$ cat config.mk
export PLATFORM = sky130hd
export DESIGN_NAME = bitop_rmw_unit
export DESIGN_NICKNAME = d
export VERILOG_FILES = /design/src/rtl/bitop_pkg.sv /design/src/rtl/bitop_rst_sync.sv /design/src/rtl/bitop_addr_gen.sv /design/src/rtl/bitop_modify.sv /design/src/rtl/bitop_ctrl.sv /design/src/rtl/bitop_rmw_unit.sv
export SDC_FILE = /design/constraint.sdc
export NUM_CORES = 1
export LEC_CHECK = 0
export ABC_AREA = 1
export BUFFER_PORTS_ARGS = -buffer_cell sky130_fd_sc_hd__clkbuf_2
export CORE_MARGIN = 2
export CORE_UTILIZATION = 55
export CTS_CLUSTER_DIAMETER = 120
export DETAILED_ROUTE_END_ITERATION = 10
export GPL_TIMING_DRIVEN = 1
export PLACE_DENSITY = 0.81
export SYNTH_ARGS = -nofsm -noshare
export SYNTH_HDL_FRONTEND = slang
export SYNTH_HIERARCHICAL = 1
export SYNTH_SLANG_ARGS = --single-unit
$ cat constraint.sdc
create_clock -name clk -period 2.7 [get_ports clk]
set_clock_uncertainty 0.2 [all_clocks]
set_input_delay 0.135 -clock clk [delete_from_list [all_inputs] [get_ports clk]]
set_output_delay 0.135 -clock clk [all_outputs]
set_load 0.02 [all_outputs]
$ cat src/rtl/bitop_pkg.sv
package bitop_pkg;
  typedef enum logic [1:0] {
    BOP_SET = 2'd0,
    BOP_INV = 2'd1,
    BOP_CLR = 2'd2,
    BOP_TST = 2'd3
  } bop_e;

  typedef enum logic [2:0] {
    ST_IDLE  = 3'd0,
    ST_READ  = 3'd1,
    ST_WAIT  = 3'd2,
    ST_WRITE = 3'd3,
    ST_DONE  = 3'd4
  } bst_e;

  localparam int ZF_POS = 0;
endpackage

$ cat src/rtl/bitop_rst_sync.sv
module bitop_rst_sync (
  input  logic clk,
  input  logic rst_n,
  output logic rst_sync_n
);
  logic [1:0] sync_q;

  always_ff @(posedge clk or negedge rst_n) begin
    if (!rst_n) sync_q <= 2'b00;
    else        sync_q <= {sync_q[0], 1'b1};
  end

  assign rst_sync_n = sync_q[1];
endmodule

$ cat src/rtl/bitop_addr_gen.sv
module bitop_addr_gen #(
  parameter int ADDR_W = 32,
  parameter int DISP_W = 16
) (
  input  logic [ADDR_W-1:0] base,
  input  logic [DISP_W-1:0] disp,
  output logic [ADDR_W-1:0] eff_addr
);
  localparam int EXT_W = ADDR_W - DISP_W;

  logic [ADDR_W-1:0] disp_ext;

  generate
    if (EXT_W > 0) begin : g_ext
      assign disp_ext = {{EXT_W{disp[DISP_W-1]}}, disp};
    end else begin : g_trunc
      assign disp_ext = disp[ADDR_W-1:0];
    end
  endgenerate

  assign eff_addr = base + disp_ext;
endmodule

$ cat src/rtl/bitop_modify.sv
module bitop_modify
  import bitop_pkg::*;
#(
  parameter int DATA_W = 8,
  localparam int BIT_W = $clog2(DATA_W)
) (
  input  logic [DATA_W-1:0] rdata,
  input  logic [BIT_W-1:0]  bit_sel,
  input  bop_e              op,
  output logic [DATA_W-1:0] wdata,
  output logic              was_zero
);
  generate
    for (genvar i = 0; i < DATA_W; i++) begin : g_bit
      logic hit;
      assign hit = (bit_sel == BIT_W'(i));
      always_comb begin
        if (!hit) begin
          wdata[i] = rdata[i];
        end else begin
          unique case (op)
            BOP_SET: wdata[i] = 1'b1;
            BOP_INV: wdata[i] = ~rdata[i];
            BOP_CLR: wdata[i] = 1'b0;
            default: wdata[i] = rdata[i];
          endcase
        end
      end
    end
  endgenerate

  assign was_zero = ~rdata[bit_sel];
endmodule

$ cat src/rtl/bitop_ctrl.sv
module bitop_ctrl
  import bitop_pkg::*;
(
  input  logic clk,
  input  logic rst_n,
  input  logic req_valid,
  input  logic is_test,
  output logic accept,
  output logic rd_stb,
  output logic capture,
  output logic wr_stb,
  output logic done,
  output logic busy
);
  bst_e state_q, state_d;

  always_comb begin
    state_d = state_q;
    unique case (state_q)
      ST_IDLE:  if (req_valid) state_d = ST_READ;
      ST_READ:  state_d = ST_WAIT;
      ST_WAIT:  state_d = is_test ? ST_DONE : ST_WRITE;
      ST_WRITE: state_d = ST_DONE;
      ST_DONE:  state_d = ST_IDLE;
      default:  state_d = ST_IDLE;
    endcase
  end

  always_ff @(posedge clk or negedge rst_n) begin
    if (!rst_n) state_q <= ST_IDLE;
    else        state_q <= state_d;
  end

  assign busy    = (state_q != ST_IDLE);
  assign accept  = (state_q == ST_IDLE) && req_valid;
  assign rd_stb  = (state_q == ST_READ);
  assign capture = (state_q == ST_WAIT);
  assign wr_stb  = (state_q == ST_WRITE);
  assign done    = (state_q == ST_DONE);
endmodule

$ cat src/rtl/bitop_rmw_unit.sv
module bitop_rmw_unit
  import bitop_pkg::*;
#(
  parameter int ADDR_W = 32,
  parameter int DISP_W = 16,
  parameter int DATA_W = 8,
  parameter int FLAG_W = 4,
  localparam int BIT_W = $clog2(DATA_W)
) (
  input  logic              clk,
  input  logic              rst_n,
  input  logic              req_valid,
  input  logic [ADDR_W-1:0] req_base,
  input  logic [DISP_W-1:0] req_disp,
  input  logic [BIT_W-1:0]  req_bit,
  input  logic [1:0]        req_op,
  input  logic [FLAG_W-1:0] flags_in,
  output logic              busy,
  output logic              done,
  output logic [FLAG_W-1:0] flags_out,
  output logic              mem_rd,
  output logic              mem_wr,
  output logic [ADDR_W-1:0] mem_addr,
  output logic [DATA_W-1:0] mem_wdata,
  input  logic [DATA_W-1:0] mem_rdata
);
  localparam int HI_W = FLAG_W - 1;

  logic              rst_int_n;
  logic              accept, capture;
  logic [ADDR_W-1:0] ea;
  logic [ADDR_W-1:0] addr_q;
  logic [BIT_W-1:0]  bit_q;
  bop_e              op_q;
  logic [HI_W-1:0]   flags_hi_q;
  logic [FLAG_W-1:0] flags_q;
  logic [DATA_W-1:0] wdata_q, wdata_c;
  logic              was_zero;

  bitop_rst_sync u_rst (
    .clk        (clk),
    .rst_n      (rst_n),
    .rst_sync_n (rst_int_n)
  );

  bitop_addr_gen #(.ADDR_W(ADDR_W), .DISP_W(DISP_W)) u_agen (
    .base     (req_base),
    .disp     (req_disp),
    .eff_addr (ea)
  );

  bitop_ctrl u_ctrl (
    .clk       (clk),
    .rst_n     (rst_int_n),
    .req_valid (req_valid),
    .is_test   (op_q == BOP_TST),
    .accept    (accept),
    .rd_stb    (mem_rd),
    .capture   (capture),
    .wr_stb    (mem_wr),
    .done      (done),
    .busy      (busy)
  );

  bitop_modify #(.DATA_W(DATA_W)) u_mod (
    .rdata    (mem_rdata),
    .bit_sel  (bit_q),
    .op       (op_q),
    .wdata    (wdata_c),
    .was_zero (was_zero)
  );

  // request capture, enabled by acceptance
  always_ff @(posedge clk or negedge rst_int_n) begin
    if (!rst_int_n) begin
      addr_q     <= '0;
      bit_q      <= '0;
      op_q       <= BOP_SET;
      flags_hi_q <= '0;
    end else if (accept) begin
      addr_q     <= ea;
      bit_q      <= req_bit;
      op_q       <= bop_e'(req_op);
      flags_hi_q <= flags_in[FLAG_W-1:1];
    end
  end

  // read data capture, enabled in the data-valid cycle
  always_ff @(posedge clk or negedge rst_int_n) begin
    if (!rst_int_n) begin
      wdata_q <= '0;
      flags_q <= '0;
    end else if (capture) begin
      wdata_q <= wdata_c;
      flags_q <= {flags_hi_q, was_zero};
    end
  end

  assign mem_addr  = addr_q;
  assign mem_wdata = wdata_q;
  assign flags_out = flags_q;
endmodule

==> parameters.txt, run 1 <==
Parameter                              Value

Global routing
  Largest net degree at the start of global routing    56
  Final global-route overflow total    0
  Antenna violations before repair    0
  Combined global-route utilization of all metal layers    approximately a quarter
  Vias in the first global route    4617
  First-pass GRT wire length    20200 microns

Logic synthesis
  Nets in the synthesized netlist    914
  Total standard cell area after synthesis    between 4000 and 5000 sq um
  Post-synthesis cell type with the largest combined area    nand2_1
  Mean cell area of the mapped netlist    about 6.1 sq um
  Register bit count reported by yosys    57
  Cell count after synthesis    approximately 800
  Top cell type's share of synthesized area    slightly below 30%
  Number of warnings reported in the yosys synthesis log    6
  Synth cell types    31
  Portion of the post-synthesis area used by sequential elements    28.5%
  Main area contributors after synthesis    nand2_1 30%, dfrtp_1 29%, inv_1 9.5%

Floorplanning
  Horizontal die dimension    about 99 microns
  Io pins    between 100 and 150
  Overall die area    approximately 9900 sq um
  Rows    34
  Area of the core region    between 8000 and 9000 sq um
  Chip height    99.3 microns
  Effective utilization at floorplan    57.0%

Clock network
  Number of buffers added to fix hold violations after cts    21
  Cell at the root of the clock tree    clkbuf_8
  H-tree depth reported by CTS    3
  Post-cts sizing count    0
  Count of buffers added by post-CTS timing repair for setup    0
  Clock insertion delay at the later pin of the skew report    0.33 ns
  Buffer levels on the longest clock path    2
  Clock edge transition at the registers on the reported setup and hold paths    roughly 0.060 ns
  Number of buffers inserted during clock tree synthesis    9
  Sinks on Clock Net    between 50 and 60
  TritonCTS clock tree    built

Detailed routing
  Via count    just over 5000
  # DRC    0
  Initial DRC count    around 250
  Vias/cell    between 4 and 5
  Final wirelength    ~12000 microns
  Length of the first detailed-routing pass in iterations    7
  Routed wire length per instance    11.2 microns
  Number of nets still failing antenna checks after routing    0

Finish
  Final-stage net count    around 1100
  Multi-input gate area    a little under 3000 sq um
  Layout cell share with drive strength beyond 1    18.7%
  Seq. cell area    1430 sq um
  Area added between synthesis and finish    19.1%
  Commonest non-fill, non-tap cell in the layout    nand2_1
  Filler Cells Inserted    approximately 840
  Leading cell types in the layout, fill and taps excluded    396 x nand2_1, 126 x inv_1, 114 x clkbuf_2
  Diodes inserted    0

Setup path
  Cell type of the slowest stage on the worst timing path    dlygate4sd3_1
  Critical path, cell by cell    dlygate4sd3_1 -> clkbuf_2 -> ha_1 -> fa_1 -> nand3_1 -> nand3_2 -> nand2_1 -> nand2_2 -> nand2_1 -> nand2_2 -> nand2_1 -> nand2_1 -> nand2_1 -> nand2_1 -> nand2_1 -> nand2_1
  Library cell appearing most often on the critical path    nand2_1
  Startpoint types    primary input
  Category of the worst setup path capture point    flip-flop
  Maximum fanout along the worst path    4
  Max incr delay on CP    0.54 ns
  Required time of the critical path    ~2.7 ns
  Startpoint-to-endpoint class of the critical path    primary input to flip-flop
  R2r worst-path depth    6
  Data arrival time of the worst path    2.36 ns

Placed design
  Worst-case setup slack after placement    approximately 0.55 ns
  Detailed placement HPWL    between 9000 and 10000 microns
  # port buffers    114
  Final estimated routing congestion in global placement    slightly below 0.9

Power
  Static Leakage    about 3.8 nW
  Power density relative to cell area    778 nW/um^2
  Total Power    approximately 4.6 mW
  Worst VDD drop    ~0.00036 V

Job
  Number of violations of the max-capacitance limit    0

STA
  Actual slew at the worst max-slew pin    approximately 0.67 ns
  Number of endpoints failing setup at the final stage    0
  Final period util    ~86%
  Max-Slew Margin vs Limit    approximately 55%
  Maximum clock rate    429 MHz
  Slew Limit Fails    0
  Post-route worst hold slack    just under 0.02 ns
  Worst Setup Slack, final    around 0.37 ns
  Final critical path time including I/O delays and setup    ~2.3 ns
  Post-Route Setup TNS    0 ns
  Final Hold Fails    0
  Setup repair after global routing missed its margin    no

Min path
  Hold Crit Class    primary input to flip-flop
  Hold-critical path depth    6

Status
  Result of the run    completed
final cells by class:
cell class | instances | area share (%)
Multi-Input combinational cell | 609 | 48.7
Sequential cell | 57 | 24.0
Timing Repair Buffer | 138 | 13.5
Inverter | 136 | 8.70
Clock buffer | 13 | 2.84
Tap cell | 108 | 2.27
cell usage after synthesis, drive strengths merged:
master,n
nand4,3
buf,8
nor3,6
nand2,423
nor2,45
a21o,1
a21oi,21
clkinv,1
xor2,14
clkbuf,4
dfrtp,57
conb,1
inv,135
or2,1
o21bai,2
nand3,34
xnor2,2
ha,31
fa,1
o21ai,24
cell families after synthesis:
| logic type | synth area share [%] |
|---|---|
| fa+ha+maj | 8.16 |
| simple gates | 41.9 |
| compound gates | 5.03 |
| flops | 28.6 |
| buf+inv | 13.4 |
| other cells | 0.0751 |
| xor+xnor | 2.81 |
critical path: cells and delay by family:
| family | cells | cell delay, ns |
|---|---|---|
| adders and majority gates | 2 | 0.68 |
| buffers and inverters | 2 | 0.65 |
| and+or+nand+nor | 12 | 0.90 |
where the power goes:
part	internal [mW]	switching, mW
registers	1.25	0.273
clock network	0.393	0.303
logic	0.792	1.62
flip-flops by register name, indices dropped and copies added (netlist names):
name and cells:
mem_addr 32, mem_wdata 8, flags_out 4, bit_q 3, flags_hi_q 3, u_ctrl/state_q 3
op_q 2, u_rst/sync_q 2
metal layers:
| layer | part of all wire (%) | vias up | global-route usage (%) | wire, microns |
|---|---|---|---|---|
| met2 | 47 | 133 | 42.9 | 5570 |
| met4 | 1.4 | 0 | 8.64 | 166 |
| li1 | - | 2713 | - | - |
| met1 | 47 | 2174 | 33.8 | 5550 |
| met3 | 4.9 | 10 | 2.32 | 583 |
| met5 | 0 | - | 0 | 0 |
worst paths after layout:
path | from | end | slack, ns
max | req_disp[0] | mem_addr[28]$_DFFE_PN0P_ | 0.37
max in group asynchronous | u_rst/sync_q[1]$_DFF_PN0_ | mem_addr[14]$_DFFE_PN0P_ | 1.66
min reg2reg | u_rst/sync_q[0]$_DFF_PN0_ | u_rst/sync_q[1]$_DFF_PN0_ | 0.15
min in group asynchronous | u_rst/sync_q[1]$_DFF_PN0_ | flags_out[1]$_DFFE_PN0P_ | 0.17
min | req_base[31] | mem_addr[31]$_DFFE_PN0P_ | 0.02
max reg2reg | u_ctrl/state_q[0]$_DFFE_PN0P_ | flags_hi_q[1]$_DFFE_PN0P_ | 0.94
through the flow:
stage | area [sq um] | util (%) | std cells
floorplan | 5000 | - | 814
global placement | 5570 | 63.6 | 1027
detailed placement | 5570 | 63.6 | 1027
CTS | 5950 | 67.9 | 1061
global route | 5950 | 67.9 | 1061
finish | 5950 | 67.9 | 1061
Power figures use the tool's default switching activity.
==> inputs of run 2 (changes only) <==
--- a/config.mk
+++ b/config.mk
@@ -8,11 +8,11 @@
 export ABC_AREA = 1
 export BUFFER_PORTS_ARGS = -buffer_cell sky130_fd_sc_hd__clkbuf_2
 export CORE_MARGIN = 2
-export CORE_UTILIZATION = 55
+export CORE_UTILIZATION = 50
 export CTS_CLUSTER_DIAMETER = 120
 export DETAILED_ROUTE_END_ITERATION = 10
 export GPL_TIMING_DRIVEN = 1
-export PLACE_DENSITY = 0.81
+export PLACE_DENSITY = 0.78
 export SYNTH_ARGS = -nofsm -noshare
 export SYNTH_HDL_FRONTEND = slang
 export SYNTH_HIERARCHICAL = 1
==> constraint.sdc (replaced) <==
create_clock -name clk -period 2.1 [get_ports clk]
set_clock_uncertainty 0.2 [all_clocks]
set_input_delay 0.105 -clock clk [delete_from_list [all_inputs] [get_ports clk]]
set_output_delay 0.105 -clock clk [all_outputs]
set_load 0.02 [all_outputs]
==> run 2 against run 1 <==
Utilization fell by 4.8 points. Clock-buffer cell count is 2 lower. Total power grew 37%. Critical path type unchanged. Critical endpoint is now mem_addr[21]$_DFFE_PN0P_. Largest cell class unchanged. Highest routed layer unchanged.
==> parameters.txt, run 2 (same netlist as run 1, synthesis figures left out) <==
Parameter                              Value

Clock network
  H-tree depth reported by CTS    3 (unchanged)
  Clock edge transition at the registers on the reported setup and hold paths    0.07 ns (about the same)
  Buffer levels on the longest clock path    2 (unchanged)
  Count of buffers added by post-CTS timing repair for setup    0 (unchanged)
  Cell at the root of the clock tree    clkbuf_8
  TritonCTS clock tree    built
  Sinks on Clock Net    57 (unchanged)
  Clock insertion delay at the later pin of the skew report    0.34 ns (about the same)
  Number of buffers inserted during clock tree synthesis    9 (unchanged)

Global routing
  First-pass GRT wire length    21100 microns (+4.1%)
  Antenna violations before repair    0 (unchanged)
  Largest net degree at the start of global routing    41 (-27%)
  Vias in the first global route    4746 (+2.8%)
  Combined global-route utilization of all metal layers    23.4% (-1.8 points)
  Final global-route overflow total    0 (unchanged)

Power
  Logic pwr share    49.2% (-2.9 points)
  Power density relative to cell area    1030 nW/um^2 (+33%)
  Seq pwr share    31.1% (-1.8 points)
  Portion of total power attributed to the clock network    19.7% (+4.7 points)
  Net Sw Frac    45.2% (-2.3 points)
  Static Leakage    3.88 nW (+2.1%)
  Pint    3.48 mW (+43%)
  Total Power    6.35 mW (+37%)
  Switching pwr    2.87 mW (+31%)
  Worst VDD drop    0.000565 V (+55%)

Finish
  Final Non-Filler Cells    1099 (+3.6%)
  Final-stage net count    1061 (+0.95%)
  Layout cell share with drive strength beyond 1    19.7% (+0.99 points)
  Number of flip-flops in the largest register    32 (unchanged)
  Area added between synthesis and finish    22.9%
  Diodes inserted    0 (unchanged)
  Commonest non-fill, non-tap cell in the layout    nand2_1
  Leading cell types in the layout, fill and taps excluded    396 x nand2_1, 126 x inv_1, 114 x clkbuf_2

Floorplanning
  Horizontal die dimension    104 microns (+4.7%)
  Area of the core region    9730 sq um (+11%)
  Io pins    116 (unchanged)
  Overall die area    10800 sq um (+9.6%)
  Chip height    104 microns (+4.7%)
  Rows    36 (+5.9%)
  Effective utilization at floorplan    51.4% (-5.7 points)

Placed design
  # port buffers    114 (unchanged)
  Final estimated routing congestion in global placement    0.892 (+0.22%)
  Detailed placement HPWL    9680 microns (+4.0%)
  Instance count after placement with tap cells included    1060 (+3.2%)

Setup path
  Capture point of the worst reg-to-reg path    mem_addr[24]$_DFFE_PN0P_
  Required time of the critical path    2.12 ns (-0.60 ns)
  Maximum fanout along the worst path    3 (-1)
  Setup slack on the worst flop-to-flop path    0.50 ns (-0.44 ns)
  Data arrival time of the worst path    1.99 ns (-0.37 ns)
  Startpoint types    primary input
  Startpoint-to-endpoint class of the critical path    primary input to flip-flop
  Category of the worst setup path capture point    flip-flop
  Critical register-to-register path startpoint    u_ctrl/state_q[0]$_DFFE_PN0P_
  R2r worst-path depth    6 (unchanged)

Status
  Result of the run    completed

STA
  Post-route worst hold slack    0.0698 ns (+0.0501 ns)
  Final critical path time including I/O delays and setup    between 1.5 and 2 ns
  Maximum clock rate    just over 500 MHz
  Post-Route Setup TNS    0 ns (unchanged)
  Slew Limit Fails    0 (unchanged)
  Final Hold Fails    0 (unchanged)
  Final period util    between 90 and 100%
  Setup repair after global routing missed its margin    no
  Number of endpoints failing setup at the final stage    0 (unchanged)

Detailed routing
  Vias/cell    4.66 (-1.7%)
  Length of the first detailed-routing pass in iterations    5 (-2)
  Number of nets still failing antenna checks after routing    0 (unchanged)
  Via count    5121 (+1.8%)
  # DRC    0 (unchanged)
  Initial DRC count    248 (+0.81%)
  Final wirelength    12000 microns (+1.1%)
  Routed wire length per instance    10.9 microns (-2.4%)

Job
  Number of violations of the max-capacitance limit    0 (unchanged)

Min path
  Hold Crit Class    flip-flop to asynchronous set/reset pin
[run 2: cell types whose count changed in the layout (fill, tap and decap cells not counted)]
cell           change
clkinv_2           +1
fa_2               +1
clkinvlp_4         +1
dlygate4sd3_1      +2
clkbuf_8           -2
bufinv_16          +3
fa_1               -1
buf_4              +8
[run 2: final cells by class]
type,instances,area [sq um]
Sequential cell,57,1430
Clock buffer,11,141
Multi-Input combinational cell,609,2900
Tap cell,133,166
Inverter,136,518
Clock inverter,5,103
Fill cell,995,3590
Timing Repair Buffer,148,883
[run 2: worst max path at each step]
stage | depth (start not counted) | slack [ns] | endpoint | from
global placement | 14 | 0.05 | mem_addr[31]$_DFFE_PN0P_ | req_disp[15]
detailed placement | 12 | 0.007 | mem_addr[29]$_DFFE_PN0P_ | req_disp[15]
finish | 14 | 0.13 | mem_addr[21]$_DFFE_PN0P_ | req_disp[1]
global route | 15 | 0.006 | mem_addr[21]$_DFFE_PN0P_ | req_disp[1]
CTS | 15 | 0.1 | mem_addr[20]$_DFFE_PN0P_ | req_disp[1]
floorplan | 0 | 0.20 | bit_q[0]$_DFFE_PN0P_ | u_rst/sync_q[1]$_DFF_PN0_
[run 2: timing repair]
action	4_1_cts	5_1_grt
gates resized for setup	0	1
endpoints found under the hold margin	22	0
hold buffers	23	0
setup endpoints to repair	0	4
[run 2: critical path: stages]
cell           delay [ns]
dlygate4sd3_1        0.53
clkbuf_2             0.13
ha_1                 0.30
nand2_1              0.06
nand2_1              0.13
nand3_1              0.09
nand2_1              0.11
nand2_1              0.08
nand2_2              0.11
nand2_1              0.08
nand3_1              0.07
nand2_1              0.08
nand2_1              0.07
nand2_1              0.05
[run 2: through the flow]
stage | utilization (%) | area, sq um | setup WS (ns)
after floorplan | - | 5000 | 0.196
after global placement | 58.2 | 5660 | 0.0468
after detailed placement | 58.2 | 5660 | 0.00681
after CTS | 63.1 | 6140 | 0.0981
after global routing | 63.1 | 6140 | 0.00571
final | 63.1 | 6140 | 0.135
[run 2: power by group through the flow]
stage          combinational, mW  clock (mW)  sequential, mW
6_report                    3.12        1.25            1.97
5_1_grt                     3.53        1.34            2.03
4_1_cts                     3.14        1.27            1.96
3_5_place_dp                3.09           0            1.97
3_3_place_gp                3.05           0            1.95
2_1_floorplan               1.86           0            2.41
[run 2: per-layer routing]
metal	routed length, microns	track usage, %
met5	0	0
met4	216	7.05
met3	511	3.32
met2	5700	41.0
met1	5570	29.9
